## config.mk

```make
export PLATFORM = sky130hd
export DESIGN_NAME = pdm_mic_capture
export DESIGN_NICKNAME = d
export VERILOG_FILES = /design/src/rtl/pdm_cap_pkg.sv /design/src/rtl/pdm_sync.sv /design/src/rtl/pdm_clk_gen.sv /design/src/rtl/pdm_split.sv /design/src/rtl/pdm_mic_capture.sv
export SDC_FILE = /design/constraint.sdc
export NUM_CORES = 1
export LEC_CHECK = 0
export CAP_MARGIN = 20
export CORE_ASPECT_RATIO = 1.4
export CORE_UTILIZATION = 53
export CTS_BUF_LIST = sky130_fd_sc_hd__clkbuf_4
export CTS_CLUSTER_SIZE = 14
export DETAILED_ROUTE_END_ITERATION = 10
export PLACE_DENSITY = 0.78
export SKIP_LAST_GASP = 1
export SLEW_MARGIN = 10
export SYNTH_ARGS = -nofsm -noshare
export SYNTH_HDL_FRONTEND = slang
export SYNTH_SLANG_ARGS = --single-unit
```

## constraint.sdc

```tcl
create_clock -name clk_i -period 2.4 [get_ports clk_i]
set_input_delay 0.48 -clock clk_i [delete_from_list [all_inputs] [get_ports clk_i]]
set_output_delay 0.48 -clock clk_i [all_outputs]
set_load 0.05 [all_outputs]
```

## src/rtl/pdm_cap_pkg.sv

```systemverilog
package pdm_cap_pkg;
  localparam int unsigned BASE_LOG2   = 3;              // smallest ratio = 2**BASE_LOG2
  localparam int unsigned RATE_W      = 2;
  localparam int unsigned CNT_W       = BASE_LOG2 + (1 << RATE_W) - 1;
  localparam int unsigned SYNC_STAGES = 2;

  typedef enum logic [1:0] {
    PH_RISE_FALL = 2'd0,
    PH_MID_HL    = 2'd1,
    PH_FALL_RISE = 2'd2,
    PH_MID_LH    = 2'd3
  } phase_e;

  typedef struct packed {
    logic              en;
    phase_e            phase;
    logic              rsvd;
    logic              mono;
    logic              spare;
    logic [RATE_W-1:0] rate;
  } ctrl_t;

  function automatic logic [CNT_W:0] period_of(input logic [RATE_W-1:0] rate);
    return (CNT_W+1)'(1) << (BASE_LOG2 + 32'(rate));
  endfunction
endpackage

```

## src/rtl/pdm_sync.sv

```systemverilog
module pdm_sync #(
  parameter int unsigned STAGES = 2
) (
  input  logic clk_i,
  input  logic rst_ni,
  input  logic d_i,
  output logic q_o
);
  logic [STAGES-1:0] sr_q;

  generate
    if (STAGES == 1) begin : g_one
      always_ff @(posedge clk_i or negedge rst_ni)
        if (!rst_ni) sr_q <= '0;
        else         sr_q <= d_i;
    end else begin : g_chain
      always_ff @(posedge clk_i or negedge rst_ni)
        if (!rst_ni) sr_q <= '0;
        else         sr_q <= {sr_q[STAGES-2:0], d_i};
    end
  endgenerate

  assign q_o = sr_q[STAGES-1];
endmodule

```

## src/rtl/pdm_clk_gen.sv

```systemverilog
module pdm_clk_gen
  import pdm_cap_pkg::*;
(
  input  logic              clk_i,
  input  logic              rst_ni,
  input  logic              en_i,
  input  logic [RATE_W-1:0] rate_i,
  output logic              run_o,
  output logic              go_o,
  output logic              last_o,
  output logic [CNT_W-1:0]  cnt_o,
  output logic              pdm_clk_o
);
  logic              en_q, run_q, clk_q, clk_d, restart, go;
  logic [RATE_W-1:0] rate_q;
  logic [CNT_W-1:0]  cnt_q, cnt_d;
  logic [CNT_W:0]    per_w, half_w, top_w;

  assign per_w  = period_of(rate_i);
  assign half_w = per_w >> 1;
  assign top_w  = per_w - (CNT_W+1)'(1);

  always_comb begin
    restart = (en_i != en_q) || (rate_i != rate_q);
    go      = en_i && !restart;
    cnt_d   = '0;
    if (go && run_q && ({1'b0, cnt_q} != top_w)) cnt_d = cnt_q + CNT_W'(1);
    clk_d   = go && ({1'b0, cnt_d} < half_w);
  end

  always_ff @(posedge clk_i or negedge rst_ni) begin
    if (!rst_ni) begin
      en_q   <= 1'b0;
      rate_q <= '0;
      run_q  <= 1'b0;
      cnt_q  <= '0;
      clk_q  <= 1'b0;
    end else begin
      en_q   <= en_i;
      rate_q <= rate_i;
      run_q  <= go;
      cnt_q  <= cnt_d;
      clk_q  <= clk_d;
    end
  end

  assign run_o     = run_q;
  assign go_o      = go;
  assign cnt_o     = cnt_q;
  assign pdm_clk_o = clk_q;
  assign last_o    = run_q && go && ({1'b0, cnt_q} == top_w);

  AST_PERIOD_STARTS_HIGH: assert property (@(posedge clk_i) disable iff (!rst_ni)
    (run_q && cnt_q == '0) |-> clk_q);
  AST_CNT_IN_RANGE: assert property (@(posedge clk_i) disable iff (!rst_ni)
    run_q |-> ({1'b0, cnt_q} < period_of(rate_q)));
  AST_IDLE_CLK_LOW: assert property (@(posedge clk_i) disable iff (!rst_ni)
    !run_q |-> !clk_q);
endmodule

```

## src/rtl/pdm_split.sv

```systemverilog
module pdm_split
  import pdm_cap_pkg::*;
(
  input  logic              clk_i,
  input  logic              rst_ni,
  input  logic              run_i,
  input  logic              last_i,
  input  logic [CNT_W-1:0]  cnt_i,
  input  logic [RATE_W-1:0] rate_i,
  input  phase_e            phase_i,
  input  logic              mono_i,
  input  logic              dat_i,
  output logic              left_o,
  output logic              left_vld_o,
  output logic              right_o,
  output logic              right_vld_o
);
  logic [CNT_W:0] per_w, half_w, qtr_w, cnt_w, l_pt, r_pt;
  logic           l_hold, r_hold, r_pair, r_pend;

  assign per_w  = period_of(rate_i);
  assign half_w = per_w >> 1;
  assign qtr_w  = per_w >> 2;
  assign cnt_w  = {1'b0, cnt_i};

  always_comb begin
    unique case (phase_i)
      PH_RISE_FALL: begin l_pt = '0;              r_pt = half_w;         end
      PH_MID_HL:    begin l_pt = qtr_w;           r_pt = half_w + qtr_w; end
      PH_FALL_RISE: begin l_pt = half_w;          r_pt = '0;             end
      default:      begin l_pt = half_w + qtr_w;  r_pt = qtr_w;          end
    endcase
  end

  always_ff @(posedge clk_i or negedge rst_ni) begin
    if (!rst_ni) begin
      l_hold      <= 1'b0;
      r_hold      <= 1'b0;
      r_pair      <= 1'b0;
      r_pend      <= 1'b0;
      left_o      <= 1'b0;
      left_vld_o  <= 1'b0;
      right_o     <= 1'b0;
      right_vld_o <= 1'b0;
    end else begin
      if (run_i && cnt_w == l_pt) l_hold <= dat_i;
      if (run_i && cnt_w == r_pt) r_hold <= dat_i;
      if (last_i) r_pair <= mono_i ? l_hold : r_hold;
      left_vld_o  <= last_i;
      left_o      <= last_i & l_hold;
      r_pend      <= last_i;
      // right half of a pair always completes once its left half is out
      right_vld_o <= r_pend;
      right_o     <= r_pend & r_pair;
    end
  end

  AST_RIGHT_FOLLOWS_LEFT: assert property (@(posedge clk_i) disable iff (!rst_ni)
    left_vld_o |=> right_vld_o);
  AST_RIGHT_NEEDS_LEFT: assert property (@(posedge clk_i) disable iff (!rst_ni)
    right_vld_o |-> $past(left_vld_o));
  AST_STROBES_APART: assert property (@(posedge clk_i) disable iff (!rst_ni)
    !(left_vld_o && right_vld_o));
  AST_MONO_COPY: assert property (@(posedge clk_i) disable iff (!rst_ni)
    (right_vld_o && $past(mono_i, 2)) |-> (right_o == $past(left_o)));
endmodule

```

## src/rtl/pdm_mic_capture.sv

```systemverilog
module pdm_mic_capture
  import pdm_cap_pkg::*;
(
  input  logic       clk_i,
  input  logic       rst_ni,
  input  logic [7:0] ctrl_i,
  input  logic       pdm_dat_i,
  output logic       pdm_clk_o,
  output logic       left_o,
  output logic       left_vld_o,
  output logic       right_o,
  output logic       right_vld_o
);
  ctrl_t            ctrl;
  logic             run, go, last, dat_s;
  logic [CNT_W-1:0] cnt;

  assign ctrl = ctrl_t'(ctrl_i);

  pdm_sync #(.STAGES(SYNC_STAGES)) u_sync (
    .clk_i  (clk_i),
    .rst_ni (rst_ni),
    .d_i    (pdm_dat_i),
    .q_o    (dat_s)
  );

  pdm_clk_gen u_clk_gen (
    .clk_i     (clk_i),
    .rst_ni    (rst_ni),
    .en_i      (ctrl.en),
    .rate_i    (ctrl.rate),
    .run_o     (run),
    .go_o      (go),
    .last_o    (last),
    .cnt_o     (cnt),
    .pdm_clk_o (pdm_clk_o)
  );

  pdm_split u_split (
    .clk_i       (clk_i),
    .rst_ni      (rst_ni),
    .run_i       (run),
    .last_i      (last),
    .cnt_i       (cnt),
    .rate_i      (ctrl.rate),
    .phase_i     (ctrl.phase),
    .mono_i      (ctrl.mono),
    .dat_i       (dat_s),
    .left_o      (left_o),
    .left_vld_o  (left_vld_o),
    .right_o     (right_o),
    .right_vld_o (right_vld_o)
  );

  AST_OFF_QUIET: assert property (@(posedge clk_i) disable iff (!rst_ni)
    !ctrl.en |=> (!pdm_clk_o && !left_vld_o));
  AST_LEFT_ON_RISE: assert property (@(posedge clk_i) disable iff (!rst_ni)
    left_vld_o |-> (pdm_clk_o && !$past(pdm_clk_o)));
  AST_EN_STARTS_LOW: assert property (@(posedge clk_i) disable iff (!rst_ni)
    $rose(ctrl.en) |=> !pdm_clk_o);
endmodule

```

Yosys cells after proc, flatten, opt, wreduce, memory -nomap -nowiden
Index checks and enable logic that the tools add are counted.
{"block": "totals", "regBits": 20, "out_inout_bits": 5}
{"block": "classes", "order_cmp": 1, "muxes": 4, "bitwise_logic": 2, "addsub": 4, "n_reduce_logical": 10, "n_shift": 1, "n_eq_ne": 8}
{"cell": "$pmux 7 s3", "count": 2}
{"cell": "$shl 1x32->7 const A", "count": 1}
{"cell": "$eq 6x7->1", "count": 3}
{"cell": "$add 6x5->7", "count": 1}
{"cell": "$logic_and 1x1->1", "count": 7}
{"cell": "$ne 6x7->1", "count": 1}
{"cell": "$sub 7x1->7 const B", "count": 1}
{"cell": "$add 6x1->6 const B", "count": 1}
{"cell": "$lt 6x6->1", "count": 1}
{"cell": "$mux 6", "count": 1}
{"cell": "$add 2x2->3 const A", "count": 1}
{"cell": "$and 1x1->1", "count": 2}
{"cell": "$eq 2x1->1 const B", "count": 1}
{"cell": "$eq 2x2->1 const B", "count": 1}
{"cell": "$logic_not 2->1", "count": 1}
{"cell": "$ne 2x2->1", "count": 1}
{"cell": "$logic_not 1->1", "count": 1}
{"cell": "$logic_or 1x1->1", "count": 1}
{"cell": "$mux 1", "count": 1}
{"cell": "$ne 1x1->1", "count": 1}

Longest topological paths before layout
{"block": "logic_depth", "depth_word": 9, "ltp_mapped": 14}

Hierarchy
A second synthesis with hierarchy kept.
{"block": "hier_totals", "cells_unflattened": 184, "hier_area_um2": 1740.4}
{"mod": "pdm_split", "seq_area_each_um2": 175.2, "area_each_um2": 1001.0, "instances": 1, "cells_each": 118}
{"mod": "pdm_clk_gen", "seq_area_each_um2": 275.3, "area_each_um2": 689.4, "instances": 1, "cells_each": 64}
{"mod": "pdm_sync", "seq_area_each_um2": 50.0, "area_each_um2": 50.0, "instances": 1, "cells_each": 2}

Least setup slack after synthesis
No wires, ideal clock.
{"block": "synth_path", "path_kind": "input to register", "startpoint": "input ctrl_i[0]", "endpoint": "register u_clk_gen.clk_q, in the netlist u_clk_gen.pdm_clk_o", "arrival_ps": 2601, "stages": 13, "t_required_ps": 2323, "slack_ps": -278, "path_cell_list": "inv_1 -> ha_1 -> or3_1 -> and4_1 -> o221ai_1 -> nand3_1 -> nor2_1 -> ha_1 -> a21oi_1 -> nor2b_1 -> o21ai_0 -> nand3b_1 -> a21oi_1"}
{"block": "synth_between", "elab_chain_cells": 9, "word_cells_on_any_way": 13, "cone_classes": "2 x add/sub; 1 x order compare; 2 x eq/ne; 1 x shift; 1 x mux; 6 x reduce/logical"}
{"item": "start: declaration", "line": "pdm_mic_capture.sv:6", "source": "input logic [7:0] ctrl_i,"}
{"item": "parallel branches: the longest is 5 deep, another holds $sub 7x1->7"}
{"item": "$logic_and 1x1->1 *", "line": "pdm_clk_gen.sv:27", "source": "if (go && run_q && ({1'b0, cnt_q} != top_w)) cnt_d = cnt_q + CNT_W'(1);"}
{"item": "$mux 6 *", "line": "pdm_clk_gen.sv:27"}
{"item": "via u_clk_gen.cnt_d[3]", "line": "pdm_clk_gen.sv:16", "source": "logic [CNT_W-1:0] cnt_q, cnt_d;"}
{"item": "$lt 6x6->1 *", "line": "pdm_clk_gen.sv:28", "source": "clk_d = go && ({1'b0, cnt_d} < half_w);"}
{"item": "$logic_and 1x1->1 *", "line": "pdm_clk_gen.sv:28"}
{"item": "via u_clk_gen.clk_d", "line": "pdm_clk_gen.sv:14", "source": "logic en_q, run_q, clk_q, clk_d, restart, go;"}
{"item": "end signal: assignment", "line": "pdm_clk_gen.sv:43", "source": "clk_q <= clk_d;"}
{"item": "end: declaration", "line": "pdm_clk_gen.sv:14"}
Mark *: on every way through the listed nets, which the timed path passes.
A chain may end at the register's enable or synchronous reset.

Worst setup path in the final report
Ends and elaborated chain as after synthesis.

==> reports/results.ini <==
[status]
status=finished, violations left
violations=negative setup slack

[clock_network]
cts_buffer_depth=2
cts.clk_slew.worst_paths_ns=0.11
insertion_delay_ns=0.30
postCtsHoldBufs=0
cts.sinks=20
root_buffer=clkbuf_4
cts_tree=yes
cts_buffers=3
htreeDepth=1

[power]
p_leak_nw=0.954
p_per_area_mw_per_mm2=339
power_uw=775
max-vdd-ir-drop_v=0.000475

[placement]
preCtsSetupSlack_ns=-0.977
placed_cells=250
dpl.hpwl_um=3330
gp_congestion=0.914
port_buffers=13

[timing]
finalCritPeriodShare_pct=101
tightest_slew_ns=0.865
maxSlewHeadroom_pct=42.1
tns_ns=-0.0190
max_freq_mhz=413
slew_viol_final=0
worst_slack_ns=-0.0190
final-setup-viol-count=1
period_minus_slack_ns=2.42
hold_viol=0
rsz0062_at_grt=yes
clock-skew-final_ns=0.00581

[yosys]
yosys_warnings=0
synth-edff-count=0
synth_flop_cell=dfrtp_1
synth_nets=201
syn_area_per_cell_um2=9.19
synthArstFlopShare_pct=100
syn_area_mm2=0.00161
synth_cell_types=51
syn_inst=175
ys_seq_area_share_pct=31.1
ys_ff_latch=20

[grt]
grt_pass1_wl_um=6770
grt_overflow_total=0
track_usage_pct=27.3
grt_pass1_vias=1552
antenna_found_initial=0
grt_max_degree=21

[die]
io_pins=16
rows=23
initial_core_util_pct=55.9
dieArea_mm2=0.00326
core_mm2=0.00288
die_height_um=67.2
die_w_um=48.6

[finish]
fin_util_pct=79.4
fin_cells=259
antenna_cells=0
drive_gt1_share_pct=39.6
mostFrequentLayoutCell=buf_4
final_cell_mix=buf_4 (39), dfrtp_1 (20), xnor2_1 (14)
area_growth_pct=42.1
nNetsFinal=249

[critical_path]
crit_path_max_fanout=5
critPathCaptureType=flop
worstPathRequired_ns=2.64
startpoint_type=input pin
worst_ep_arrival_time_ns=2.65
path_class=in2reg

[detailed_routing]
drtIter0Drc=69
drc=0
wl_per_cell_um=18.2
postRouteWirelength_um=4700
dr.pass1.iters=4
vias=1526
post_drt_via_cell_ratio=5.89
postRouteAntennaNets=0

[min_path]
worstHoldPathType=reg2reg

[flow_run]
max-cap-violations=0

## Yosys cell counts (all sizes together) (2+ instances only)
cell type  count  area, um2
nand3          5       25.0
nor2          17       63.8
buf            7       50.1
and2           2       12.5
xor2           8       70.1
nand2         11       43.8
ha            15        188
nand4          3       18.8
inv           12       45.0
a2bb2oi        2       23.8
nand2b         2       12.5
mux2           2       22.5
dfrtp         20        500
clkbuf         3       11.3
a21oi          6       30.0
o21ai          5       28.8
nor2b          2       12.5
xnor2         15        131
and3           2       12.5
nor3           4       20.0
nand3b         3       22.5
mux2i          3       33.8
a211oi         2       15.0
o211ai         2       15.0
a31oi          4       25.0
## routing by layer
layer	GRT usage [%]	vias to the layer above	share of wire (%)
met2	53.0	76	54
li1	-	709	-
met5	0	-	0
met1	28.9	719	36
met3	3.15	22	4.6
met4	14.7	0	5.0
## report_power, final
| part | total [mW] | switching (mW) | internal [mW] | leakage, nW |
|---|---|---|---|---|
| Sequential | 0.367 | 0.0115 | 0.355 | 0.265 |
| Combinational | 0.247 | 0.124 | 0.123 | 0.674 |
| Clock | 0.162 | 0.101 | 0.0606 | 0.0154 |
## per-stage QoR
stage / hold slack (ns) / cell area [um2]
finish: 0.371 / 2280
global route: 0.387 / 2280
CTS: 0.372 / 2130
detailed placement: 0.346 / 2040
global placement: 0.333 / 2040
floorplan: 0.184 / 1670
## final cells by class
type	instances	area (um2)
inverter	12	50.0
timing repair buffer	53	443
clock buffer	3	22.5
fill	166	593
tap	37	46.3
clock inverter	1	3.75
multi-input combinational	133	1220
sequential	20	500
## cells by family after synthesis
family | count (synthesis) | synth area share (%)
AOI/OAI and AO/OA | 32 | 15.4
adders and majority gates | 15 | 11.7
DFF | 20 | 31.1
and+or+nand+nor | 58 | 19.1
buffers and inverters | 22 | 6.61
xor gates and xnor gates | 23 | 12.5
muxes | 5 | 3.50
## final timing paths
path                                     from             endpoint  slack [ns]  cells past startpoint
max                                 ctrl_i[0]  u_clk_gen.pdm_clk_o       -0.02                     14
min                            u_sync.sr_q[0]       u_sync.sr_q[1]        0.37                      0
max reg2reg                u_clk_gen.cnt_o[1]  u_clk_gen.pdm_clk_o        0.12                     10
min reg2reg                    u_sync.sr_q[0]       u_sync.sr_q[1]        0.37                      0
max in group asynchronous              rst_ni       u_sync.sr_q[1]        1.21                      1
min in group asynchronous              rst_ni   u_clk_gen.cnt_o[1]        0.66                      1
## worst max-delay path, cell delays in order
cell and delay [ns]:
buf_8 0.11, buf_6 0.12, ha_4 0.16, ha_4 0.25
xnor2_2 0.15, nor3_2 0.24, o221ai_4 0.16, nand3_4 0.14
buf_4 0.13, nor2_2 0.04, ha_1 0.32, o21ai_1 0.11
nand3b_1 0.12, a21oi_2 0.12
## state kept, by name, summed over array words and instances (netlist names)
name / cells
u_split.right_vld_o: 1
u_clk_gen.run_o: 1
u_clk_gen.en_q: 1
u_split.left_o: 1
u_split.r_pair: 1
u_clk_gen.cnt_o: 6
u_split.right_o: 1
u_split.left_vld_o: 1
u_clk_gen.pdm_clk_o: 1
u_clk_gen.rate_q: 2
u_split.l_hold: 1
u_sync.sr_q: 2
u_split.r_hold: 1
## repair_timing
item / 4_1_cts / 5_1_grt
endpoints found under the hold margin: 0 / 0
pin swaps: 8 / 15
setup endpoints to repair: 9 / 2
buffers inserted: 1 / 4
gates resized for setup: 23 / 26
Note: power is estimated with default switching activity, not from simulation.
